<file path="config.mk">
export PLATFORM = sky130hd
export DESIGN_NAME = ldpc_stop_ctrl
export DESIGN_NICKNAME = d
export VERILOG_FILES = /design/src/rtl/ldpc_stop_pkg.sv /design/src/rtl/ldpc_stop_crc32.sv /design/src/rtl/ldpc_stop_frame.sv /design/src/rtl/ldpc_stop_iter.sv /design/src/rtl/ldpc_stop_ctrl.sv
export SDC_FILE = /design/constraint.sdc
export NUM_CORES = 1
export LEC_CHECK = 0
export ABC_CLOCK_PERIOD_IN_PS = 6000
export CORE_MARGIN = 5
export CORE_UTILIZATION = 30
export DETAILED_ROUTE_END_ITERATION = 16
export PLACE_DENSITY = 0.48
export SLEW_MARGIN = 20
export SYNTH_ARGS = -nofsm -noshare
export SYNTH_HDL_FRONTEND = slang
export SYNTH_SLANG_ARGS = --single-unit
</file>
<file path="constraint.sdc">
create_clock -name clk_i -period 6 [get_ports clk_i]
set_input_delay 0.6 -clock clk_i [delete_from_list [all_inputs] [get_ports clk_i]]
set_output_delay 0.6 -clock clk_i [all_outputs]
set_load 0.02 [all_outputs]
</file>
<file path="src/rtl/ldpc_stop_pkg.sv">
package ldpc_stop_pkg;

    localparam logic [31:0] CRC_POLY = 32'h04C1_1DB7;
    localparam logic [31:0] CRC_INIT = 32'hFFFF_FFFF;

    typedef enum logic [1:0] {
        RSN_PARITY = 2'b00,
        RSN_CRC    = 2'b01,
        RSN_LIMIT  = 2'b10
    } reason_e;

    typedef enum logic [1:0] {
        ST_WAIT = 2'b00,
        ST_CRC  = 2'b01,
        ST_STOP = 2'b10
    } state_e;

    typedef struct packed {
        logic    stop;
        reason_e reason;
    } verdict_t;

    // information length in units of BLK_BITS for each rate code
    function automatic int unsigned k_units(input logic [2:0] rate);
        case (rate)
            3'd0:    return 30;
            3'd1:    return 36;
            3'd2:    return 40;
            3'd3:    return 45;
            3'd4:    return 48;
            3'd5:    return 50;
            3'd6:    return 52;
            default: return 54;
        endcase
    endfunction

    // one serial MSB-first step of the CRC register
    function automatic logic [31:0] crc_step(input logic [31:0] cur, input logic din);
        logic fb;
        fb = cur[31] ^ din;
        return {cur[30:0], 1'b0} ^ (fb ? CRC_POLY : 32'h0);
    endfunction

endpackage

</file>
<file path="src/rtl/ldpc_stop_crc32.sv">
module ldpc_stop_crc32
    import ldpc_stop_pkg::*;
(
    input  logic        clk_i,
    input  logic        rst_i,
    input  logic        clr_i,
    input  logic        en_i,
    input  logic        bit_i,
    output logic [31:0] crc_o
);
    logic [31:0] crc_q;

    always_ff @(posedge clk_i) begin
        if (rst_i || clr_i) begin
            crc_q <= CRC_INIT;
        end else if (en_i) begin
            crc_q <= crc_step(crc_q, bit_i);
        end
    end

    assign crc_o = crc_q;
endmodule

</file>
<file path="src/rtl/ldpc_stop_frame.sv">
module ldpc_stop_frame
    import ldpc_stop_pkg::*;
#(
    parameter int unsigned CNT_W = 14
) (
    input  logic             clk_i,
    input  logic             rst_i,
    input  logic             clr_i,
    input  logic [CNT_W-1:0] k_len_i,
    input  logic             en_i,
    input  logic             bit_i,
    output logic             done_o,
    output logic             match_o
);
    logic [CNT_W-1:0] cnt_q;
    logic [31:0]      rx_q;
    logic [31:0]      crc_w;
    logic             done_q;
    logic             open_q;
    logic             in_payload;
    logic             last_bit;

    assign in_payload = ({1'b0, cnt_q} + 33'd32) < {1'b0, k_len_i};
    assign last_bit   = cnt_q == (k_len_i - 1'b1);

    ldpc_stop_crc32 crc_i (
        .clk_i (clk_i),
        .rst_i (rst_i),
        .clr_i (clr_i),
        .en_i  (en_i && open_q && in_payload),
        .bit_i (bit_i),
        .crc_o (crc_w)
    );

    always_ff @(posedge clk_i) begin
        if (rst_i || clr_i) begin
            cnt_q  <= '0;
            rx_q   <= '0;
            done_q <= 1'b0;
            open_q <= clr_i;
        end else begin
            done_q <= 1'b0;
            if (en_i && open_q) begin
                cnt_q <= cnt_q + 1'b1;
                if (!in_payload) begin
                    rx_q <= {rx_q[30:0], bit_i};
                end
                if (last_bit) begin
                    done_q <= 1'b1;
                    open_q <= 1'b0;
                end
            end
        end
    end

    assign done_o  = done_q;
    assign match_o = crc_w == rx_q;
endmodule

</file>
<file path="src/rtl/ldpc_stop_iter.sv">
module ldpc_stop_iter #(
    parameter int unsigned ITER_W = 6
) (
    input  logic              clk_i,
    input  logic              rst_i,
    input  logic              clr_i,
    input  logic              inc_i,
    output logic [ITER_W-1:0] cnt_o
);
    logic [ITER_W-1:0] cnt_q;

    always_ff @(posedge clk_i) begin
        if (rst_i || clr_i) begin
            cnt_q <= '0;
        end else if (inc_i) begin
            cnt_q <= cnt_q + 1'b1;
        end
    end

    assign cnt_o = cnt_q;
endmodule

</file>
<file path="src/rtl/ldpc_stop_ctrl.sv">
module ldpc_stop_ctrl
    import ldpc_stop_pkg::*;
#(
    parameter int unsigned BLK_BITS   = 256,
    parameter int unsigned ITER_W     = 6,
    parameter int unsigned FAIL_W     = 12,
    parameter int unsigned FAIL_LIMIT = 50
) (
    input  logic              clk_i,
    input  logic              rst_i,
    input  logic              start_i,
    input  logic [2:0]        rate_i,
    input  logic [ITER_W-1:0] max_iter_i,
    input  logic              fail_valid_i,
    input  logic [FAIL_W-1:0] fail_count_i,
    input  logic              bit_valid_i,
    input  logic              bit_i,
    output logic              stop_o,
    output logic [1:0]        reason_o,
    output logic [ITER_W-1:0] iter_o
);
    localparam int unsigned K_MAX = 54 * BLK_BITS;
    localparam int unsigned CNT_W = $clog2(K_MAX + 1);

    state_e           state_q;
    verdict_t         verdict_q;
    logic [CNT_W-1:0] k_len_q;
    logic [ITER_W-1:0] iter_w;
    logic [ITER_W:0]  iter_next;
    logic             take_report;
    logic             open_win;
    logic             crc_done;
    logic             crc_match;
    logic             at_limit_next;
    logic             at_limit_now;

    assign take_report   = (state_q == ST_WAIT) && fail_valid_i && !start_i;
    assign iter_next     = {1'b0, iter_w} + 1'b1;
    assign at_limit_next = iter_next >= {1'b0, max_iter_i};
    assign at_limit_now  = (iter_w >= max_iter_i);
    assign open_win      = take_report && (fail_count_i != '0)
                         && (fail_count_i < FAIL_W'(FAIL_LIMIT));

    ldpc_stop_iter #(.ITER_W(ITER_W)) iter_i (
        .clk_i (clk_i),
        .rst_i (rst_i),
        .clr_i (start_i),
        .inc_i (take_report),
        .cnt_o (iter_w)
    );

    ldpc_stop_frame #(.CNT_W(CNT_W)) frame_i (
        .clk_i   (clk_i),
        .rst_i   (rst_i),
        .clr_i   (open_win),
        .k_len_i (k_len_q),
        .en_i    (bit_valid_i && (state_q == ST_CRC)),
        .bit_i   (bit_i),
        .done_o  (crc_done),
        .match_o (crc_match)
    );

    always_ff @(posedge clk_i) begin
        if (rst_i) begin
            k_len_q <= CNT_W'(k_units(3'd0) * BLK_BITS);
        end else if (start_i) begin
            k_len_q <= CNT_W'(k_units(rate_i) * BLK_BITS);
        end
    end

    always_ff @(posedge clk_i) begin
        if (rst_i || start_i) begin
            state_q   <= ST_WAIT;
            verdict_q <= '{stop: 1'b0, reason: RSN_PARITY};
        end else begin
            case (state_q)
                ST_WAIT: begin
                    if (fail_valid_i) begin
                        if (fail_count_i == '0) begin
                            state_q   <= ST_STOP;
                            verdict_q <= '{stop: 1'b1, reason: RSN_PARITY};
                        end else if (open_win) begin
                            state_q <= ST_CRC;
                        end else if (at_limit_next) begin
                            state_q   <= ST_STOP;
                            verdict_q <= '{stop: 1'b1, reason: RSN_LIMIT};
                        end
                    end
                end
                ST_CRC: begin
                    if (crc_done) begin
                        if (crc_match) begin
                            state_q   <= ST_STOP;
                            verdict_q <= '{stop: 1'b1, reason: RSN_CRC};
                        end else if (at_limit_now) begin
                            state_q   <= ST_STOP;
                            verdict_q <= '{stop: 1'b1, reason: RSN_LIMIT};
                        end else begin
                            state_q <= ST_WAIT;
                        end
                    end
                end
                default: state_q <= ST_STOP;
            endcase
        end
    end

    assign stop_o   = verdict_q.stop;
    assign reason_o = verdict_q.reason;
    assign iter_o   = iter_w;
endmodule

</file>
==> flow_summary.toml, run 1 <==
[timing]
worstMarginPinSlew_ns = 1.050
drv_slew = 0
skew_ns = 0.01186
final_hold_viol_count = 0
final.period_utilization_pct = 53.11
hold_ws_ns = 0.4643
setup_viol = 0
fmax_mhz = 313.8
setup_tns_ns = 0
period_needed_ns = 3.187
maxSlewHeadroom_pct = 29.83
grt_setup_unrepaired = "false"

[die]
core_area_um2 = 15940
fp.dieW_um = 137.8
dieArea_um2 = 18980
rows = 46
die_h_um = 137.8
start_util_pct = 30.72
io_pins = 36

[layout]
fin_nets = 657
layout_common_cells = "96 x dfxtp_1, 69 x nand2_1, 54 x nor2_1, 48 x xor2_1, 43 x o21ai_0"
post-route-util_pct = 35.83
drive_gt1_share_pct = 4.715
post_layout_nonfiller_instances = 831
fillers = 1705
final_common_cell = "dfxtp_1"
n_antenna_cell = 0
syn2layout_area_growth_pct = 16.66

[clock_tree]
clock_sinks = 97
cts.clk_slew.worst_paths_ns = 0.07
clock_latency_ns = 0.35
ctsResizeCount = 0
postCtsSetupRepairBufs = 0
root_buffer = "clkbuf_16"
cts_hold_buf = 0
cts_buffers = 9
cts_tree = "built"
clockBufferDepth = 2
htreeDepth = 3

[status]
run_status = "complete, no violations"

[critical_path]
r2r_setup_slack_ns = 2.81
cpPeakStageDelay_ns = 0.46
crit_start = "frame_i.cnt_q[8]"
crit_chain = "and4_4 -> and3_1 -> nand2_1 -> xnor2_1 -> ha_1 -> and4_1 -> a221oi_2 -> o211ai_4 -> buf_4 -> nor3_1 -> a21oi_1"
reg2reg_from = "frame_i.cnt_q[8]"
start_kind = "register"
end_kind = "register"
worstReg2RegEnd = "frame_i.crc_i.crc_o[0]"
critical_path_arrival_ns = 3.40
crit_path_end = "frame_i.crc_i.crc_o[0]"
path_class = "register to register"
ff2ff_path_depth = 11
cpMaxStageDelayCell = "a221oi_2"
worst-path-max-fanout = 64
cp.required_ns = 6.21

[global_routing]
grt_use_total_pct = 12.74
grt_pass1_vias = 3875
antenna_found_initial = 0
grt_max_degree = 65
overflow = 0
grt_pass1_wl_mm = 19.35

[synth]
ys_seq_area_share_pct = 39.86
syn_nets = 637
synth_simple_gate_area_share_pct = 22.00
synth_compound_area_share_pct = 14.69
ys.flop_type = "dfxtp_1"
ys_types = 51
synth_xor_area_share_pct = 13.41
synth_top_family_by_area = "simple AND/OR/NAND/NOR gates"
ys_seq_elements = 97
synthMuxAreaShare_pct = 0.6132
synth_edf_count = 1
synth_cells = 590
synth_area_um2 = 4897
async_reset_ff_share_pct = 0
yosys_warnings = 0
avgSynthCellArea_um2 = 8.300
synthAdderAreaFrac_pct = 5.110

[pwr]
p_seq_share_pct = 51.0
vdd_drop_max_v = 0.0001594
switching_share_pct = 23.57
power_density_nw_per_um2 = 223.8
p_int_uw = 977.0
pwr-share-comb_pct = 6.1
power.switching_uw = 301.3
p_leak_nw = 2.088
power_frac_clock_pct = 42.9

[min_path]
min_path_type = "register to register"

[placement]
numPortBuffers = 35
place.gp.congestion = 0.7961
dp.cells = 815
hpwl_mm = 7.843

[run]
maxCapViolations = 0

[route]
drc = 0
ant_nets = 0
vias = 3946
vias_per_cell = 4.748
wl_per_cell_um = 13.34
drt-initial-drc-count = 147
wirelength_mm = 11.08
drt_pass1_iterations = 4
[layout make-up]
type | instances | area, um^2 | area share [%]
multi-input combinational | 444 | 2755 | 48.23
clock buffer | 11 | 242.7 | 4.249
tap | 216 | 270.3 | 4.731
inverter | 18 | 67.56 | 1.183
clock inverter | 5 | 37.54 | 0.6570
sequential | 97 | 1952 | 34.17
timing repair buffer | 40 | 387.9 | 6.789
[logic make-up (layout without fill, tap and decap cells)]
group | Yosys count | after routing
DFF | 97 | 97
xor gates and xnor gates | 75 | 75
muxes | 3 | 3
AOI/OAI and AO/OA | 115 | 115
adders and majority gates | 20 | 20
buffers and inverters | 49 | 74
and+or+nand+nor | 231 | 231
[synth_stat cells, types with 3 or more instances]
library cell   n  area [um^2]
xnor2_1       27        236.5
clkbuf_1      13        48.80
nand2b_1       4        25.02
xor2_1        48        420.4
a21oi_1       32        160.2
ha_1          20        250.2
o21ai_0       43        215.2
buf_4          3        22.52
nand2_1       69        259.0
dfxtp_1       96         1922
nor2_1        54        202.7
nor2b_1        3        18.77
or3_1          4        25.02
inv_1         18        67.56
nand3_1       40        200.2
o211ai_1      14        105.1
buf_2         13        65.06
mux2i_1        3        30.03
a21o_1         4        30.03
nor3_1        24        120.1
o21ai_1        3        15.01
nor4_1        10        62.56
nand4_1        9        56.30
[power by group through the flow]
stage	Combinational, mW	Sequential, mW	Clock (mW)
floorplan	0.0442	0.666	0
global placement	0.0767	0.667	0
detailed placement	0.0777	0.667	0
CTS	0.0783	0.652	0.574
global route	0.0871	0.652	0.596
finish	0.0777	0.652	0.549
[state kept, by name, summed over array words and instances, names as in the netlist]
register and count:
reason_o 2, frame_i.rx_q 32, state_q 2, frame_i.crc_i.crc_o 32
iter_i.cnt_o 6, k_len_q 6, stop_o 1, frame_i.open_q 1
frame_i.cnt_q 14, frame_i.done_o 1
[worst max-delay path: cells and delay by family, from the launching register on]
kind                       cells  cell delay (ns)
DFF                            1             0.42
buffers and inverters          1             0.33
AOI/OAI and AO/OA              3             0.61
xor gates and xnor gates       1             0.16
and+or+nand+nor                5             1.20
adders and majority gates      1             0.31
[worst min path at each step]
stage,endpoint,startpoint,slack (ns),depth (start not counted)
5_1_grt,reason_o[1],reason_o[1],0.50,2
4_1_cts,reason_o[1],reason_o[1],0.47,2
3_5_place_dp,reason_o[1],reason_o[1],0.45,2
3_3_place_gp,reason_o[0],reason_o[0],0.45,2
6_report,reason_o[1],reason_o[1],0.46,2
2_1_floorplan,frame_i.rx_q[31],frame_i.rx_q[31],0.45,2
[per-layer routing]
layer	GRT usage, %	wire length (um)	vias up
met2	19.82	4970	29
met3	3.543	293	9
li1	-	-	2082
met4	3.238	105	0
met5	0	0	-
met1	17.43	5714	1826
[through the flow]
| step | worst slack, ns | instance area, um^2 | power, mW |
|---|---|---|---|
| 4_1_cts | 2.789 | 5713 | 1.304 |
| 5_1_grt | 2.506 | 5713 | 1.335 |
| 6_report | 2.813 | 5713 | 1.278 |
| 3_3_place_gp | 2.613 | 5433 | 0.7437 |
| 3_5_place_dp | 2.537 | 5433 | 0.7446 |
| 2_1_floorplan | 3.268 | 4897 | 0.7106 |
No activity file was read; power rests on OpenSTA's default activity.
==> inputs of run 2 (changes only) <==
--- a/config.mk
+++ b/config.mk
@@ -5,11 +5,11 @@
 export SDC_FILE = /design/constraint.sdc
 export NUM_CORES = 1
 export LEC_CHECK = 0
-export ABC_CLOCK_PERIOD_IN_PS = 6000
+export ABC_CLOCK_PERIOD_IN_PS = 2900
 export CORE_MARGIN = 5
 export CORE_UTILIZATION = 30
 export DETAILED_ROUTE_END_ITERATION = 16
-export PLACE_DENSITY = 0.48
+export PLACE_DENSITY = 0.5
 export SLEW_MARGIN = 20
 export SYNTH_ARGS = -nofsm -noshare
 export SYNTH_HDL_FRONTEND = slang
==> constraint.sdc (replaced) <==
create_clock -name clk_i -period 2.9 [get_ports clk_i]
set_input_delay 0.29 -clock clk_i [delete_from_list [all_inputs] [get_ports clk_i]]
set_output_delay 0.29 -clock clk_i [all_outputs]
set_load 0.02 [all_outputs]
==> flow_summary.toml, run 2 (synthesis results as in run 1) <==
[pwr]
pwr-share-comb_pct = 6.1
switching_share_pct = 22.09
p_seq_share_pct = 49.3
vdd_drop_max_v = 0.0003423
power_frac_clock_pct = 44.5
p_leak_nw = 2.177
power_density_nw_per_um2 = 465.1
fin_total_pwr_mw = 2.735
p_int_mw = 2.131
power.switching_uw = 604.1

[run]
maxCapViolations = 0

[global_routing]
antenna_found_initial = 0
grt_max_degree = 79
grt_use_total_pct = 12.37
met1_usage_pct = 16.29
grt_busiest_layer = "met2"
met3_usage_pct = 2.812
gr-usage-met2_pct = 20.39
grt_pass1_wl_mm = 18.89
grt_pass1_vias = 3859
overflow = 0

[route]
drt_pass1_iterations = 5
wirelength_mm = 11.01
vias = 4012
ant_nets = 0
wl_per_cell_um = 13.13
vias_per_cell = 4.782
drt-initial-drc-count = 229
drc = 0

[timing]
setup_tns_ns = 0
grt_setup_unrepaired = "false"
final.period_utilization_pct = 94.88
drv_slew = 0
worstMarginPinSlew_ns = 0.4275
final_hold_viol_count = 0
period_needed_ns = 2.751
fmax_mhz = 363.5
maxSlewHeadroom_pct = 71.24
skew_ns = 0.006928
setup_viol = 0

[clock_tree]
cts_buffers = 9
clock_sinks = 97
cts_tree = "built"
htreeDepth = 3
cts.clk_slew.worst_paths_ns = 0.07
clock_latency_ns = 0.34
clockBufferDepth = 2
root_buffer = "clkbuf_16"

[layout]
drive_gt1_share_pct = 6.742
post-route-util_pct = 36.89
syn2layout_area_growth_pct = 20.08
n_antenna_cell = 0
post_layout_nonfiller_instances = 839
final_common_cell = "dfxtp_1"
design_area_um2 = 5881
fillers = 1664
layout_common_cells = "95 x dfxtp_1, 69 x nand2_1, 54 x nor2_1, 48 x xor2_1, 43 x o21ai_0"
fin_nets = 666

[critical_path]
critical_path_buf_inv_count = 1
crit_chain = "and4_4 -> and3_1 -> nand2_1 -> xnor2_1 -> ha_1 -> and4_1 -> a221oi_4 -> o211ai_4 -> buf_12 -> nor3_1 -> a21oi_1"
cpMaxStageDelayCell = "a221oi_4"
cp.required_ns = 3.12
end_kind = "register"
cpPeakStageDelay_ns = 0.40
worst-path-max-fanout = 64
critPathTopFamily = "simple AND/OR/NAND/NOR gates"
start_kind = "register"
critical_path_arrival_ns = 2.97
path_class = "register to register"
r2r_setup_slack_ns = 0.15

[placement]
place_area_um2 = 5543
dp.cells = 823
place.gp.congestion = 0.8073
hpwl_mm = 7.827
numPortBuffers = 35

[die]
fp.dieW_um = 137.8
dieArea_um2 = 18980
io_pins = 36
start_util_pct = 30.72
die_h_um = 137.8
rows = 46
core_area_um2 = 15940

[min_path]
min_path_type = "register to register"

[status]
run_status = "complete, no violations"
==> run 2: per-layer routing <==
metal	vias to the layer above	part of all wire, %
li1	2099	-
met2	38	48
met5	-	0
met1	1868	49
met3	7	2.5
met4	0	0.98
==> run 2: stage by stage <==
step / hold WS [ns] / setup slack, ns
floorplan: 0.3591 / 0.1678
global placement: 0.4560 / 0.1251
detailed placement: 0.4660 / -0.005966
CTS: 0.4749 / 0.06688
global route: 0.4892 / 0.004813
finish: 0.4711 / 0.1486
==> run 2: layout make-up <==
class / count / area (um^2) / share of cell area, %
tap: 216 / 270.3 / 4.596
inverter: 18 / 67.56 / 1.149
sequential: 97 / 1953 / 33.21
clock buffer: 11 / 252.7 / 4.298
multi-input combinational: 444 / 2781 / 47.30
timing repair buffer: 49 / 505.5 / 8.596
clock inverter: 4 / 50.05 / 0.8511
==> run 2: worst reg2reg max path, delay by kind of cell, from the launching register on <==
kind	cells	cell delay, ns
and+or+nand+nor	5	1.02
AOI/OAI and AO/OA	3	0.58
DFF	1	0.36
adders and majority gates	1	0.33
buffers and inverters	1	0.21
xor gates and xnor gates	1	0.14
==> run 2: worst paths after layout <==
path                    start                       to  depth (start not counted)
max reg2reg  frame_i.cnt_q[7]  frame_i.crc_i.crc_o[14]                         11
max          frame_i.cnt_q[7]  frame_i.crc_i.crc_o[14]                         11
min reg2reg  frame_i.rx_q[31]         frame_i.rx_q[31]                          2
min          frame_i.rx_q[31]         frame_i.rx_q[31]                          2
==> run 2: repair_timing <==
item                                    CTS  global route
hold buffers                              0             0
resized for setup                         1             4
pin swaps                                 0             2
endpoints found under the setup margin    1            33
buffers inserted                          0             1
==> run 2: power by group through the flow <==
stage          logic (mW)  clock network (mW)  registers (mW)
2_1_floorplan      0.0914                   0            1.38
3_3_place_gp        0.165                   0            1.38
3_5_place_dp        0.167                   0            1.38
4_1_cts             0.169                1.26            1.35
5_1_grt             0.188                1.30            1.35
6_report            0.168                1.22            1.35
==> inputs of run 3 (changes only) <==
--- a/config.mk
+++ b/config.mk
@@ -9,6 +9,7 @@
 export CORE_MARGIN = 5
 export CORE_UTILIZATION = 30
 export DETAILED_ROUTE_END_ITERATION = 16
+export GPL_TIMING_DRIVEN = 0
 export PLACE_DENSITY = 0.5
 export SLEW_MARGIN = 20
 export SYNTH_ARGS = -nofsm -noshare
==> flow_summary.toml, run 3 (synthesis results as in run 1) <==
[critical_path]
start_kind = "register"
worst-path-max-fanout = 5
cpPeakStageDelay_ns = 0.37
crit_chain = "and4_4 -> and3_1 -> buf_4 -> nand2_2 -> xnor2_1 -> ha_1 -> and4_4 -> a221oi_4 -> buf_12 -> o211ai_4 -> buf_6 -> nor3_1 -> a21oi_1"
cpMaxStageDelayCell = "dfxtp_4"
critical_path_arrival_ns = 3.04
end_kind = "register"
path_class = "register to register"
cp.required_ns = 3.14
critPathTopFamily = "simple AND/OR/NAND/NOR gates"
cp_common_cell = "and4_4"
critical_path_buf_inv_count = 3

[timing]
skew_ns = 0.01082
period_needed_ns = 2.799
final_hold_viol_count = 0
fmax_mhz = 357.3
drv_slew = 0
final.period_utilization_pct = 96.50
setup_ws_ns = 0.1014
maxSlewHeadroom_pct = 44.44
hold_ws_ns = 0.4841
worstMarginPinSlew_ns = 0.8316
setup_tns_ns = 0
setup_viol = 0

[layout]
fin_nets = 691
fillers = 1630
syn2layout_area_growth_pct = 23.74
n_antenna_cell = 0
multi_input_area_um2 = 2838
drive_gt1_share_pct = 10.02
design_area_um2 = 6060
layout_common_cells = "92 x dfxtp_1, 68 x nand2_1, 54 x nor2_1, 48 x xor2_1, 40 x nand3_1"
final_common_cell = "dfxtp_1"
seqCellArea_um2 = 1962

[placement]
dp_slack_ns = -0.2864
place.gp.congestion = 0.8724
place_area_um2 = 5518
numPortBuffers = 35
hpwl_mm = 9.246

[clock_tree]
clock_sinks = 97
clock_latency_ns = 0.35
root_buffer = "clkbuf_16"
cts_tree = "built"
htreeDepth = 3
cts_hold_buf = 0
cts.clk_slew.worst_paths_ns = 0.07
cts_buffers = 9
clockBufferDepth = 2

[route]
drt-initial-drc-count = 286
wirelength_mm = 12.71
drt_pass1_iterations = 5
vias_per_cell = 4.933
wl_per_cell_um = 14.70
drc = 0
vias = 4267
ant_nets = 0

[min_path]
min_path_type = "register to register"

[global_routing]
antenna_found_initial = 0
grt_max_degree = 18
grt_pass1_vias = 4061
grt_pass1_wl_mm = 20.34
grt_use_total_pct = 13.48
overflow = 0

[pwr]
p_leak_nw = 2.239
power_density_nw_per_um2 = 471.4
vdd_drop_max_v = 0.0003110

[die]
core_area_um2 = 15940
rows = 46
dieArea_um2 = 18980
die_h_um = 137.8
io_pins = 36
start_util_pct = 30.72
fp.dieW_um = 137.8

[status]
run_status = "complete, no violations"

[run]
maxCapViolations = 0
run 3: cell count changes in the layout (fill, tap and decap cells not counted), sizes merged:
cell	change
buf	+10
bufinv	+1
clkbuf	+12
clkinv	-1
clkinvlp	+1
inv	+1
o211ai	+1
o22ai	+1
run 3: where the power goes:
part	internal, mW	switching (mW)
clock network	0.792	0.549
registers	1.34	0.00849
logic	0.0735	0.0954
run 3: stage by stage:
stage	power (mW)	std cells	util (%)
4_1_cts	2.888	859	37.14
2_1_floorplan	1.470	590	-
6_report	2.857	865	38.01
3_3_place_gp	1.541	841	34.61
5_1_grt	2.960	865	38.01
3_5_place_dp	1.544	841	34.61
run 3: layer usage:
metal | wire length [um] | GRT usage, %
met4 | 263 | 4.116
met2 | 5857 | 21.83
met3 | 505 | 3.104
met5 | 0 | 0
met1 | 6088 | 17.84
run 3: worst paths after layout:
path                                        from                 endpoint  slack [ns]  depth (start not counted)
worst max register to register  frame_i.cnt_q[6]  frame_i.crc_i.crc_o[31]        0.10                         13
worst max-delay path            frame_i.cnt_q[6]  frame_i.crc_i.crc_o[31]        0.10                         13
worst min-delay path                 reason_o[1]              reason_o[1]        0.48                          2
worst min register to register       reason_o[1]              reason_o[1]        0.48                          2
run 3: layout make-up:
type / instances / area share [%]
sequential: 97 / 32.38
buffer: 31 / 2.932
multi-input combinational: 446 / 46.83
inverter: 18 / 1.115
clock buffer: 10 / 3.944
tap: 216 / 4.460
timing repair buffer: 41 / 6.752
clock inverter: 6 / 1.590
run 3: timing repair:
item	in CTS	in global routing
pin swaps	3	6
resized for setup	15	29
gates cloned	0	4
setup buffers	2	2
endpoints found under the setup margin	64	63
run 3: tightest hold or removal path: stages, from the launching register on:
cell and delay, ns:
dfxtp_1 0.33, nand2_1 0.06, mux2i_1 0.05
